**src/rtl/cal_pkg.sv**
```systemverilog
package cal_pkg;

  typedef struct packed {
    logic [6:0] sec;
    logic [6:0] min;
    logic [6:0] hr;
    logic [6:0] wday;
    logic [6:0] mday;
    logic [6:0] mon;
    logic [6:0] year;
  } cal_time_t;

  localparam cal_time_t CAL_RESET_TIME = '{sec: 7'd0, min: 7'd0, hr: 7'd0,
                                           wday: 7'd1, mday: 7'd1, mon: 7'd1,
                                           year: 7'd0};

  typedef enum logic [2:0] {
    F_SEC = 3'd0, F_MIN = 3'd1, F_HR = 3'd2, F_WDAY = 3'd3,
    F_MDAY = 3'd4, F_MON = 3'd5, F_YEAR = 3'd6
  } cal_field_e;

  // Binary value to output byte (BCD when bin is low).
  function automatic logic [7:0] enc_val(input logic [6:0] v, input logic bin);
    int t, o;
    t = int'(v) / 10;
    o = int'(v) % 10;
    return bin ? {1'b0, v} : {4'(t), 4'(o)};
  endfunction

  // Output byte to binary value.
  function automatic logic [6:0] dec_val(input logic [7:0] b, input logic bin);
    int v;
    v = bin ? int'(b[6:0]) : int'(b[7:4]) * 10 + int'(b[3:0]);
    return 7'(v);
  endfunction

  function automatic logic [7:0] enc_hour(input logic [6:0] hr, input logic bin,
                                          input logic h24);
    int h;
    logic [7:0] e;
    if (h24) return enc_val(hr, bin);
    h = int'(hr) % 12;
    if (h == 0) h = 12;
    e = enc_val(7'(h), bin);
    return {(hr >= 7'd12), e[6:0]};
  endfunction

  function automatic logic [6:0] dec_hour(input logic [7:0] b, input logic bin,
                                          input logic h24);
    int h;
    if (h24) return dec_val(b, bin);
    h = int'(dec_val({1'b0, b[6:0]}, bin));
    if (h == 12) h = 0;
    if (b[7]) h = h + 12;
    return 7'(h);
  endfunction

  function automatic logic alarm_field_ok(input logic [7:0] al, input logic [6:0] v,
                                          input logic [6:0] al_dec);
    return (al[7:6] == 2'b11) || (al_dec == v);
  endfunction

  function automatic logic [6:0] days_in_month(input logic [6:0] mon,
                                               input logic [6:0] year,
                                               input int base);
    int full;
    logic leap;
    full = base + int'(year);
    leap = ((full % 4) == 0) && (((full % 100) != 0) || ((full % 400) == 0));
    case (mon)
      7'd2:                        return leap ? 7'd29 : 7'd28;
      7'd4, 7'd6, 7'd9, 7'd11:     return 7'd30;
      default:                     return 7'd31;
    endcase
  endfunction

  function automatic cal_time_t next_second(input cal_time_t t, input int base);
    cal_time_t n;
    n = t;
    if (t.sec != 7'd59) begin
      n.sec = t.sec + 7'd1;
    end else begin
      n.sec = 7'd0;
      if (t.min != 7'd59) begin
        n.min = t.min + 7'd1;
      end else begin
        n.min = 7'd0;
        if (t.hr != 7'd23) begin
          n.hr = t.hr + 7'd1;
        end else begin
          n.hr   = 7'd0;
          n.wday = (t.wday >= 7'd7) ? 7'd1 : t.wday + 7'd1;
          if (t.mday < days_in_month(t.mon, t.year, base)) begin
            n.mday = t.mday + 7'd1;
          end else begin
            n.mday = 7'd1;
            if (t.mon < 7'd12) begin
              n.mon = t.mon + 7'd1;
            end else begin
              n.mon  = 7'd1;
              n.year = (t.year >= 7'd99) ? 7'd0 : t.year + 7'd1;
            end
          end
        end
      end
    end
    return n;
  endfunction

endpackage

```
**src/rtl/cal_time_core.sv**
```systemverilog
module cal_time_core
  import cal_pkg::*;
#(
  parameter int BASE_YEAR = 2000
) (
  input  logic       clk,
  input  logic       rst_n,
  input  logic       adv,
  input  logic       wr_en,
  input  logic [2:0] wr_field,
  input  logic [7:0] wr_data,
  input  logic       data_bin,
  input  logic       hr24,
  output cal_time_t  cur
);

  logic [6:0] wr_plain;
  logic [6:0] wr_hour;

  assign wr_plain = dec_val(wr_data, data_bin);
  assign wr_hour  = dec_hour(wr_data, data_bin, hr24);

  always_ff @(posedge clk or negedge rst_n) begin
    if (!rst_n) begin
      cur <= CAL_RESET_TIME;
    end else if (wr_en) begin
      case (cal_field_e'(wr_field))
        F_SEC:   cur.sec  <= wr_plain;
        F_MIN:   cur.min  <= wr_plain;
        F_HR:    cur.hr   <= wr_hour;
        F_WDAY:  cur.wday <= wr_plain;
        F_MDAY:  cur.mday <= wr_plain;
        F_MON:   cur.mon  <= wr_plain;
        F_YEAR:  cur.year <= wr_plain;
        default: ;
      endcase
    end else if (adv) begin
      cur <= next_second(cur, BASE_YEAR);
    end
  end

endmodule

```
**src/rtl/cal_update_seq.sv**
```systemverilog
module cal_update_seq #(
  parameter int UPD_DELAY = 8
) (
  input  logic clk,
  input  logic rst_n,
  input  logic start,
  output logic uip,
  output logic done
);

  localparam int CW = (UPD_DELAY > 1) ? $clog2(UPD_DELAY) : 1;

  logic [CW-1:0] cnt;

  assign done = uip && (cnt == '0);

  always_ff @(posedge clk or negedge rst_n) begin
    if (!rst_n) begin
      uip <= 1'b0;
      cnt <= '0;
    end else if (start && !uip) begin
      uip <= 1'b1;
      cnt <= CW'(UPD_DELAY - 1);
    end else if (done) begin
      uip <= 1'b0;
    end else if (uip) begin
      cnt <= cnt - 1'b1;
    end
  end

endmodule

```
**src/rtl/cal_alarm_cmp.sv**
```systemverilog
module cal_alarm_cmp
  import cal_pkg::*;
(
  input  cal_time_t  now,
  input  logic [7:0] al_sec,
  input  logic [7:0] al_min,
  input  logic [7:0] al_hr,
  input  logic       data_bin,
  input  logic       hr24,
  output logic       hit
);

  logic ok_sec, ok_min, ok_hr;

  assign ok_sec = alarm_field_ok(al_sec, now.sec, dec_val(al_sec, data_bin));
  assign ok_min = alarm_field_ok(al_min, now.min, dec_val(al_min, data_bin));
  assign ok_hr  = alarm_field_ok(al_hr, now.hr, dec_hour(al_hr, data_bin, hr24));
  assign hit    = ok_sec && ok_min && ok_hr;

endmodule

```
**src/rtl/cal_clock.sv**
```systemverilog
module cal_clock
  import cal_pkg::*;
#(
  parameter int       UPD_DELAY = 8,
  parameter int       BASE_YEAR = 2000,
  parameter bit [2:0] OSC_RUN   = 3'b010
) (
  input  logic       clk,
  input  logic       rst_n,
  input  logic       sec_tick,
  input  logic [2:0] osc_ctl,
  input  logic       set_mode,
  input  logic       data_bin,
  input  logic       hr24,
  input  logic       wr_en,
  input  logic [2:0] wr_field,
  input  logic [7:0] wr_data,
  input  logic       alarm_en,
  input  logic       upd_irq_en,
  input  logic [7:0] al_sec,
  input  logic [7:0] al_min,
  input  logic [7:0] al_hr,
  input  logic       clr_flags,
  output logic       uip,
  output logic [7:0] sec_out,
  output logic [7:0] min_out,
  output logic [7:0] hr_out,
  output logic [7:0] wday_out,
  output logic [7:0] mday_out,
  output logic [7:0] mon_out,
  output logic [7:0] year_out,
  output logic       irq_flag,
  output logic       alarm_flag,
  output logic       upd_flag
);

  // Named internal events
  logic      tick_run;
  logic      upd_start;
  logic      upd_done;
  logic      alarm_hit;
  logic      wr_q;
  cal_time_t cur_t;
  cal_time_t shown_t;

  assign tick_run  = sec_tick && (osc_ctl == OSC_RUN);
  assign upd_start = tick_run && !set_mode;

  cal_time_core #(.BASE_YEAR(BASE_YEAR)) core_i (
    .clk(clk), .rst_n(rst_n), .adv(tick_run),
    .wr_en(wr_en), .wr_field(wr_field), .wr_data(wr_data),
    .data_bin(data_bin), .hr24(hr24), .cur(cur_t)
  );

  cal_update_seq #(.UPD_DELAY(UPD_DELAY)) seq_i (
    .clk(clk), .rst_n(rst_n), .start(upd_start), .uip(uip), .done(upd_done)
  );

  cal_alarm_cmp alarm_i (
    .now(cur_t), .al_sec(al_sec), .al_min(al_min), .al_hr(al_hr),
    .data_bin(data_bin), .hr24(hr24), .hit(alarm_hit)
  );

  always_ff @(posedge clk or negedge rst_n) begin
    if (!rst_n) begin
      wr_q    <= 1'b0;
      shown_t <= CAL_RESET_TIME;
    end else begin
      wr_q <= wr_en;
      if (upd_done || wr_q) shown_t <= cur_t;
    end
  end

  always_ff @(posedge clk or negedge rst_n) begin
    if (!rst_n) begin
      irq_flag   <= 1'b0;
      alarm_flag <= 1'b0;
      upd_flag   <= 1'b0;
    end else begin
      if (clr_flags) begin
        irq_flag   <= 1'b0;
        alarm_flag <= 1'b0;
        upd_flag   <= 1'b0;
      end
      if (upd_done) begin
        upd_flag <= 1'b1;
        if (alarm_en && alarm_hit) begin
          alarm_flag <= 1'b1;
          irq_flag   <= 1'b1;
        end
        if (upd_irq_en) irq_flag <= 1'b1;
      end
    end
  end

  assign sec_out  = enc_val(shown_t.sec, data_bin);
  assign min_out  = enc_val(shown_t.min, data_bin);
  assign hr_out   = enc_hour(shown_t.hr, data_bin, hr24);
  assign wday_out = enc_val(shown_t.wday, data_bin);
  assign mday_out = enc_val(shown_t.mday, data_bin);
  assign mon_out  = enc_val(shown_t.mon, data_bin);
  assign year_out = enc_val(shown_t.year, data_bin);

endmodule

```
**config.mk**
```make
export PLATFORM = sky130hd
export DESIGN_NAME = cal_clock
export DESIGN_NICKNAME = d
export VERILOG_FILES = /design/src/rtl/cal_pkg.sv /design/src/rtl/cal_time_core.sv /design/src/rtl/cal_update_seq.sv /design/src/rtl/cal_alarm_cmp.sv /design/src/rtl/cal_clock.sv
export SDC_FILE = /design/constraint.sdc
export NUM_CORES = 1
export LEC_CHECK = 0
export CAP_MARGIN = 20
export CORE_UTILIZATION = 62
export DETAILED_ROUTE_END_ITERATION = 8
export PLACE_DENSITY = 0.85
export SLEW_MARGIN = 15
export SYNTH_ARGS = -nofsm -noshare
export SYNTH_HDL_FRONTEND = slang
export SYNTH_SLANG_ARGS = --single-unit
```
**constraint.sdc**
```tcl
create_clock -name clk -period 14.5 [get_ports clk]
set_clock_uncertainty 0.2 [all_clocks]
set_input_delay 2.175 -clock clk [delete_from_list [all_inputs] [get_ports clk]]
set_output_delay 2.175 -clock clk [all_outputs]
set_load 0.03 [all_outputs]
```
== Word level (Yosys, flattened, before mapping) ==
Cells that the tools add are included.

* Register bits after elaboration: 106
* Logic and storage cells: 210

* Add/sub/neg operators: 17
* Multiply operators: 6
* Div/mod/pow operators: 19
* $lt $le $gt $ge: 5
* Equal/unequal tests: 36
* Multiplexer cells: 71
* Bitwise operators: 1
* Reduce and logical (&&, ||, !) cells: 35

{| class="wikitable"
|+ Operator list
! cell !! count
|-
| modulo 8 x 5 -> 32 bit, second input constant || 9
|-
| two-way mux 7 bit || 39
|-
| divider 8 x 5 -> 32 bit, second input constant || 8
|-
| two-way mux 49 bit || 2
|-
| zero test 32 bit || 3
|-
| two-way mux 8 bit || 9
|-
| adder 7 x 1 -> 7 bit, second input constant || 7
|-
| two-way mux 42 bit || 1
|-
| adder 7 x 5 -> 7 bit || 5
|-
| two-way mux 35 bit || 1
|-
| modulo 32 x 10 -> 32 bit, second input constant || 1
|-
| modulo 32 x 8 -> 32 bit, second input constant || 1
|-
| nonzero test 32 bit || 1
|-
| two-way mux 28 bit || 1
|-
| multiplier 4 x 3 -> 6 bit, second input constant || 4
|-
| equality test 7 bit || 3
|-
| inequality test 2 x 1 -> 1 bit, second input constant || 8
|-
| adder 7 x 5 -> 7 bit, second input constant || 2
|-
| equality test 7 x 3 -> 1 bit, second input constant || 2
|-
| equality test 7 x 4 -> 1 bit, second input constant || 2
|-
| equality test 7 x 5 -> 1 bit, second input constant || 2
|-
| two-way mux 14 bit || 1
|-
| inequality test 7 x 6 -> 1 bit, second input constant || 2
|-
| case mux 7 bit (2 select lines) || 1
|-
| 32 further kinds || 75
|}

== Longest topological paths before layout ==
* Depth in word-level cells: 19
* Mapped depth: 25

== Modules after synthesis ==
A second synthesis with hierarchy kept.

* Cells, all modules: 1683
* Area total of the unflattened synthesis: 13506.7 µm²

{| class="wikitable"
|+ By module, submodules not included
! module !! times used !! cells an instance !! area an instance (µm²) !! seq. area each (µm²)
|-
| cal_clock || 1 || 768 || 6261.0 || 1330.0
|-
| cal_time_core || 1 || 675 || 5366.4 || 1229.9
|-
| cal_alarm_cmp || 1 || 221 || 1665.3 || 0.0
|-
| cal_update_seq || 1 || 19 || 214.0 || 100.1
|}

== Least setup slack after synthesis ==
No wires, ideal clock.

* Path type: register to output
* Start: register shown_t[33] (netlist bit)
* End: output port hr_out[1]
* Data arrival time: 5794 ps
* Data required time: 12125 ps
* Setup slack: 6331 ps
* Stages on the path, launching flop included: 26
* Buffers on the path: 3
* Cell sequence: dfrtp_1 > clkbuf_1 > clkbuf_1 > clkbuf_1 > ha_1 > nor2b_1 > or2_0 > mux4_2 > o21ai_1 > a21oi_1 > nor2_2 > xnor2_1 > ha_1 > o311ai_1 > and3_1 > nor3_4 > xnor2_1 > inv_1 > ha_1 > a41o_1 > a211oi_1 > a31oi_1 > nor4b_1 > o21ai_1 > o211a_1 > xnor2_1

* Cells in the longest elaborated chain, start to end: 7
* Elaborated cells on any way between the ends: 10
* Those cells by class: div: 3; mux: 6; reduce/logical: 1

{| class="wikitable"
|+ Ends and longest elaborated chain
! element !! line !! source
|-
| start, declared || cal_clock.sv:44 || <nowiki>cal_time_t shown_t;</nowiki>
|-
| start signal, assigned || cal_clock.sv:70 || <nowiki>if (upd_done || wr_q) shown_t <= cur_t;</nowiki>
|-
| modulo 8 x 5 -> 32 bit || cal_pkg.sv:42 || <nowiki>h = int'(hr) % 12;</nowiki>
|-
| zero test 32 bit || cal_pkg.sv:43 || <nowiki>if (h == 0) h = 12;</nowiki>
|-
| two-way mux 7 bit || cal_pkg.sv:43 ||
|-
| two-way mux 7 bit || cal_pkg.sv:42 ||
|-
| modulo 8 x 5 -> 32 bit || cal_pkg.sv:26 || <nowiki>o = int'(v) % 10;</nowiki>
|-
| two-way mux 7 bit || cal_pkg.sv:27 || <nowiki>return bin ? {1'b0, v} : {4'(t), 4'(o)};</nowiki>
|-
| two-way mux 8 bit * || cal_pkg.sv:42 ||
|-
| end, declared || cal_clock.sv:27 || <nowiki>output logic [7:0] hr_out,</nowiki>
|}

Every way passes the cells marked *; elsewhere a longest branch is shown, timed or not. The select of a mux whose other input is x is not followed.

== Worst setup path after layout ==
* Start: register shown_t[34] (netlist bit)
* End: output port hr_out[2]

Same word-level chain as after synthesis.

==> metrics <==
CTS Buf Count 9; CTS H-tree depth 3; Simple-Gate Fraction of Synth Area 21.0%; Slew HR 27.7%; Clock Sinks 106; synth cell count leaders nand2_1, o21ai_0, nor2_1, inv_1, dfrtp_1; critical path class reg2out; num rows 50; largest net degree at the start of global routing 85; CTS tree done; P&R area growth vs syn 11.8%; Startpoint Class flop; multiplexer area fraction after synthesis 8.93%; # setup viols final 0; Final Cycle Share 66.6%; Worst-Skew Late Latency 0.37 ns; grt met2 use 48.4%; Yosys cell types 105; CP Max Fanout 18; share of post-route cells with drive strength above 1 7.64%; root buffer cell clkbuf_16; met1 Use GR 43.0%; fin nets 1747; non-filler instance count after layout 1883; worst min-delay path startpoint upd_flag$_DFFE_PN0P_; Core Footprint 19000 µm²; leakage 5.69 nW; mean post-synth cell area 7.72 µm²; Synth Area in Adders 9.24%; DIE AREA 20200 µm²; ANT cells 0; Area contributors post-synth dfrtp_1, ha_1, o21ai_0; initial antenna violation count 0; routing usage on met3 4.61%; Routed WL 31000 µm; hold crit path type reg2reg; initial core utilization 64.1%; dominant synthesized flop cell dfrtp_1; asr flop ratio synth 100%; Post-CTS Setup Bufs 0; cts repair resizes 0; gr ovfl total 0; EDFF count, synth 0; Yosys warnings 0; top-count cell post-synth nand2_1; GP Congestion 0.926; Die W 142 µm; routed vias 11900; wire length per cell 16.5 µm; largest family of logic cells by synthesized area compound AO/OA/AOI/OAI gates; number of max-cap violations 0; run status complete, no violations; Seq/Total Area, Yosys 21.9%; total chip power 2.68 mW; Worst Setup SP shown_t[34]$_DFFE_PN0P_; Routed Antenna Nets 0; compound-cell area share of the yosys netlist 24.9%; Worst Path Required 12.12 ns; power density over the cells 197 nW/µm²; actual slew at the worst max-slew pin 1.09 ns; IO Count 108; fmax 104 MHz; Post-Syn Nets 1703; Die H 142 µm; flops & latches, synth 106; unrepaired setup endpoints after global routing false; Mapped Area 12200 µm²; Port Buffer Count 107; vias in the first global route 10600; cts hold-fix bufs 0; drt via density 6.33; DR pass1 iterations 6; Cells after Synth 1574; drc violations 0; top-area cell type share of the netlist area 20.6%; post-route core utilization 71.7%; Sum Neg Setup Slack 0 ns; first-pass GRT wire length 50800 µm; CTS max path bufs 2; CTS clock-pin slew for the worst setup and hold paths 0.08 ns; Arrival @ worst endpoint 7.28 ns; leading area contributor after synthesis dfrtp_1; Worst R2R Start core_i.cur[4]$_DFFE_PN0P_; HPWL Detailed 23100 µm; overall routing resource usage 30.6%; Final Max Slew Viols 0; GRT Max-Usage Layer met2; clock period minus worst slack 9.66 ns; FILL cells 1484; final hold viol count 0; Post-Synth XOR/XNOR Area 7.77%; Peak supply drop 0.140 mV; placed cells 1865; Critical Path Sink Type primary output; DRT iter0 DRCs 1195
==> cells by family after synthesis <==
| family | after synthesis |
|---|---|
| flip-flops | 106 |
| XOR/XNOR | 107 |
| buffers and inverters | 188 |
| multiplexers | 93 |
| AND/OR/NAND/NOR | 521 |
| AO/OA/AOI/OAI | 473 |
| adder cells (fa/ha/maj) | 86 |
==> flip-flops by register name (all words and copies together) (netlist names) <==
name / cells
seq_i.cnt: 3
irq_flag: 1
wr_q: 1
core_i.cur: 49
seq_i.uip: 1
shown_t: 49
alarm_flag: 1
upd_flag: 1
==> layer usage <==
metal	wire length (µm)	up-vias
met2	14000	475
met4	651	0
li1	-	5777
met3	2200	60
met5	0	-
met1	14100	5606
==> cells in the final DEF, fill, tap and decap left out, types with 10 or more instances in the layout <==
cell type / Yosys / layout
xor2_1: 31 / 31
mux2i_1: 34 / 34
and3_1: 16 / 16
o21a_1: 18 / 18
o41ai_1: 11 / 11
nand2b_1: 15 / 15
a21o_1: 16 / 16
o22ai_1: 12 / 12
nor3_1: 26 / 26
or3_1: 13 / 13
a211oi_1: 12 / 12
dfrtp_1: 100 / 100
nor2_1: 133 / 132
clkdlybuf4s50_1: 0 / 105
a31oi_1: 36 / 36
o21ai_0: 157 / 156
nand3_1: 51 / 51
o31ai_1: 10 / 10
and2_1: 19 / 19
mux2_2: 47 / 47
inv_1: 103 / 103
ha_1: 73 / 73
xnor2_1: 75 / 75
nor2b_1: 17 / 17
a21oi_1: 94 / 94
nand2_1: 158 / 158
o211ai_1: 21 / 21
nand4_1: 14 / 14
==> report_power, final <==
part,switching (mW),internal (mW),leakage (nW)
Combinational,1.11,0.802,4.22
Sequential,0.128,0.369,1.31
Clock,0.127,0.140,0.156
Total,1.37,1.31,5.69
==> final timing paths <==
check	endpoint	slack, ns	cells after the start
min in group asynchronous	core_i.cur[31]$_DFFE_PN0P_	1.50	1
hold / removal	upd_flag$_DFFE_PN0P_	0.29	1
max in group asynchronous	core_i.cur[14]$_DFFE_PN1P_	11.55	3
setup reg to reg	core_i.cur[13]$_DFFE_PN0P_	6.98	20
setup / recovery	hr_out[2]	4.84	23
hold reg to reg	upd_flag$_DFFE_PN0P_	0.29	1
==> stage by stage <==
stage          hold WS, ns  setup slack [ns]  cell area [µm²]
2_1_floorplan        0.256              6.33            12200
3_3_place_gp         0.268              5.72            13200
3_5_place_dp         0.272              5.35            13200
4_1_cts              0.295              4.93            13600
5_1_grt              0.304              4.38            13600
6_report             0.290              4.84            13600
==> worst max-delay path: stages, from the launching register on <==
cell	delay [ns]
dfrtp_1	0.58
ha_1	0.48
nand2b_1	0.17
o21ai_0	0.10
mux4_2	0.51
o21ai_1	0.29
a21oi_1	0.15
nor2_2	0.29
xnor2_1	0.23
ha_1	0.34
o311ai_1	0.35
and3_1	0.28
nor3_4	0.08
xnor2_1	0.29
inv_1	0.11
ha_1	0.21
a41o_1	0.22
a211oi_1	0.22
a31oi_1	0.07
nor4b_1	0.50
o21ai_1	0.21
mux2i_1	0.17
mux4_2	0.47
clkdlybuf4s50_1	0.60
==> layout make-up <==
class	instances	area, µm²	share of cell area (%)
Inverter	107	402	2.95
Clock buffer	9	225	1.66
Timing Repair Buffer	114	1130	8.34
Sequential cell	106	2660	19.6
Clock inverter	7	106	0.782
Tap cell	260	325	2.39
Multi-Input combinational cell	1280	8740	64.3
(Power assumes the default switching activity.)
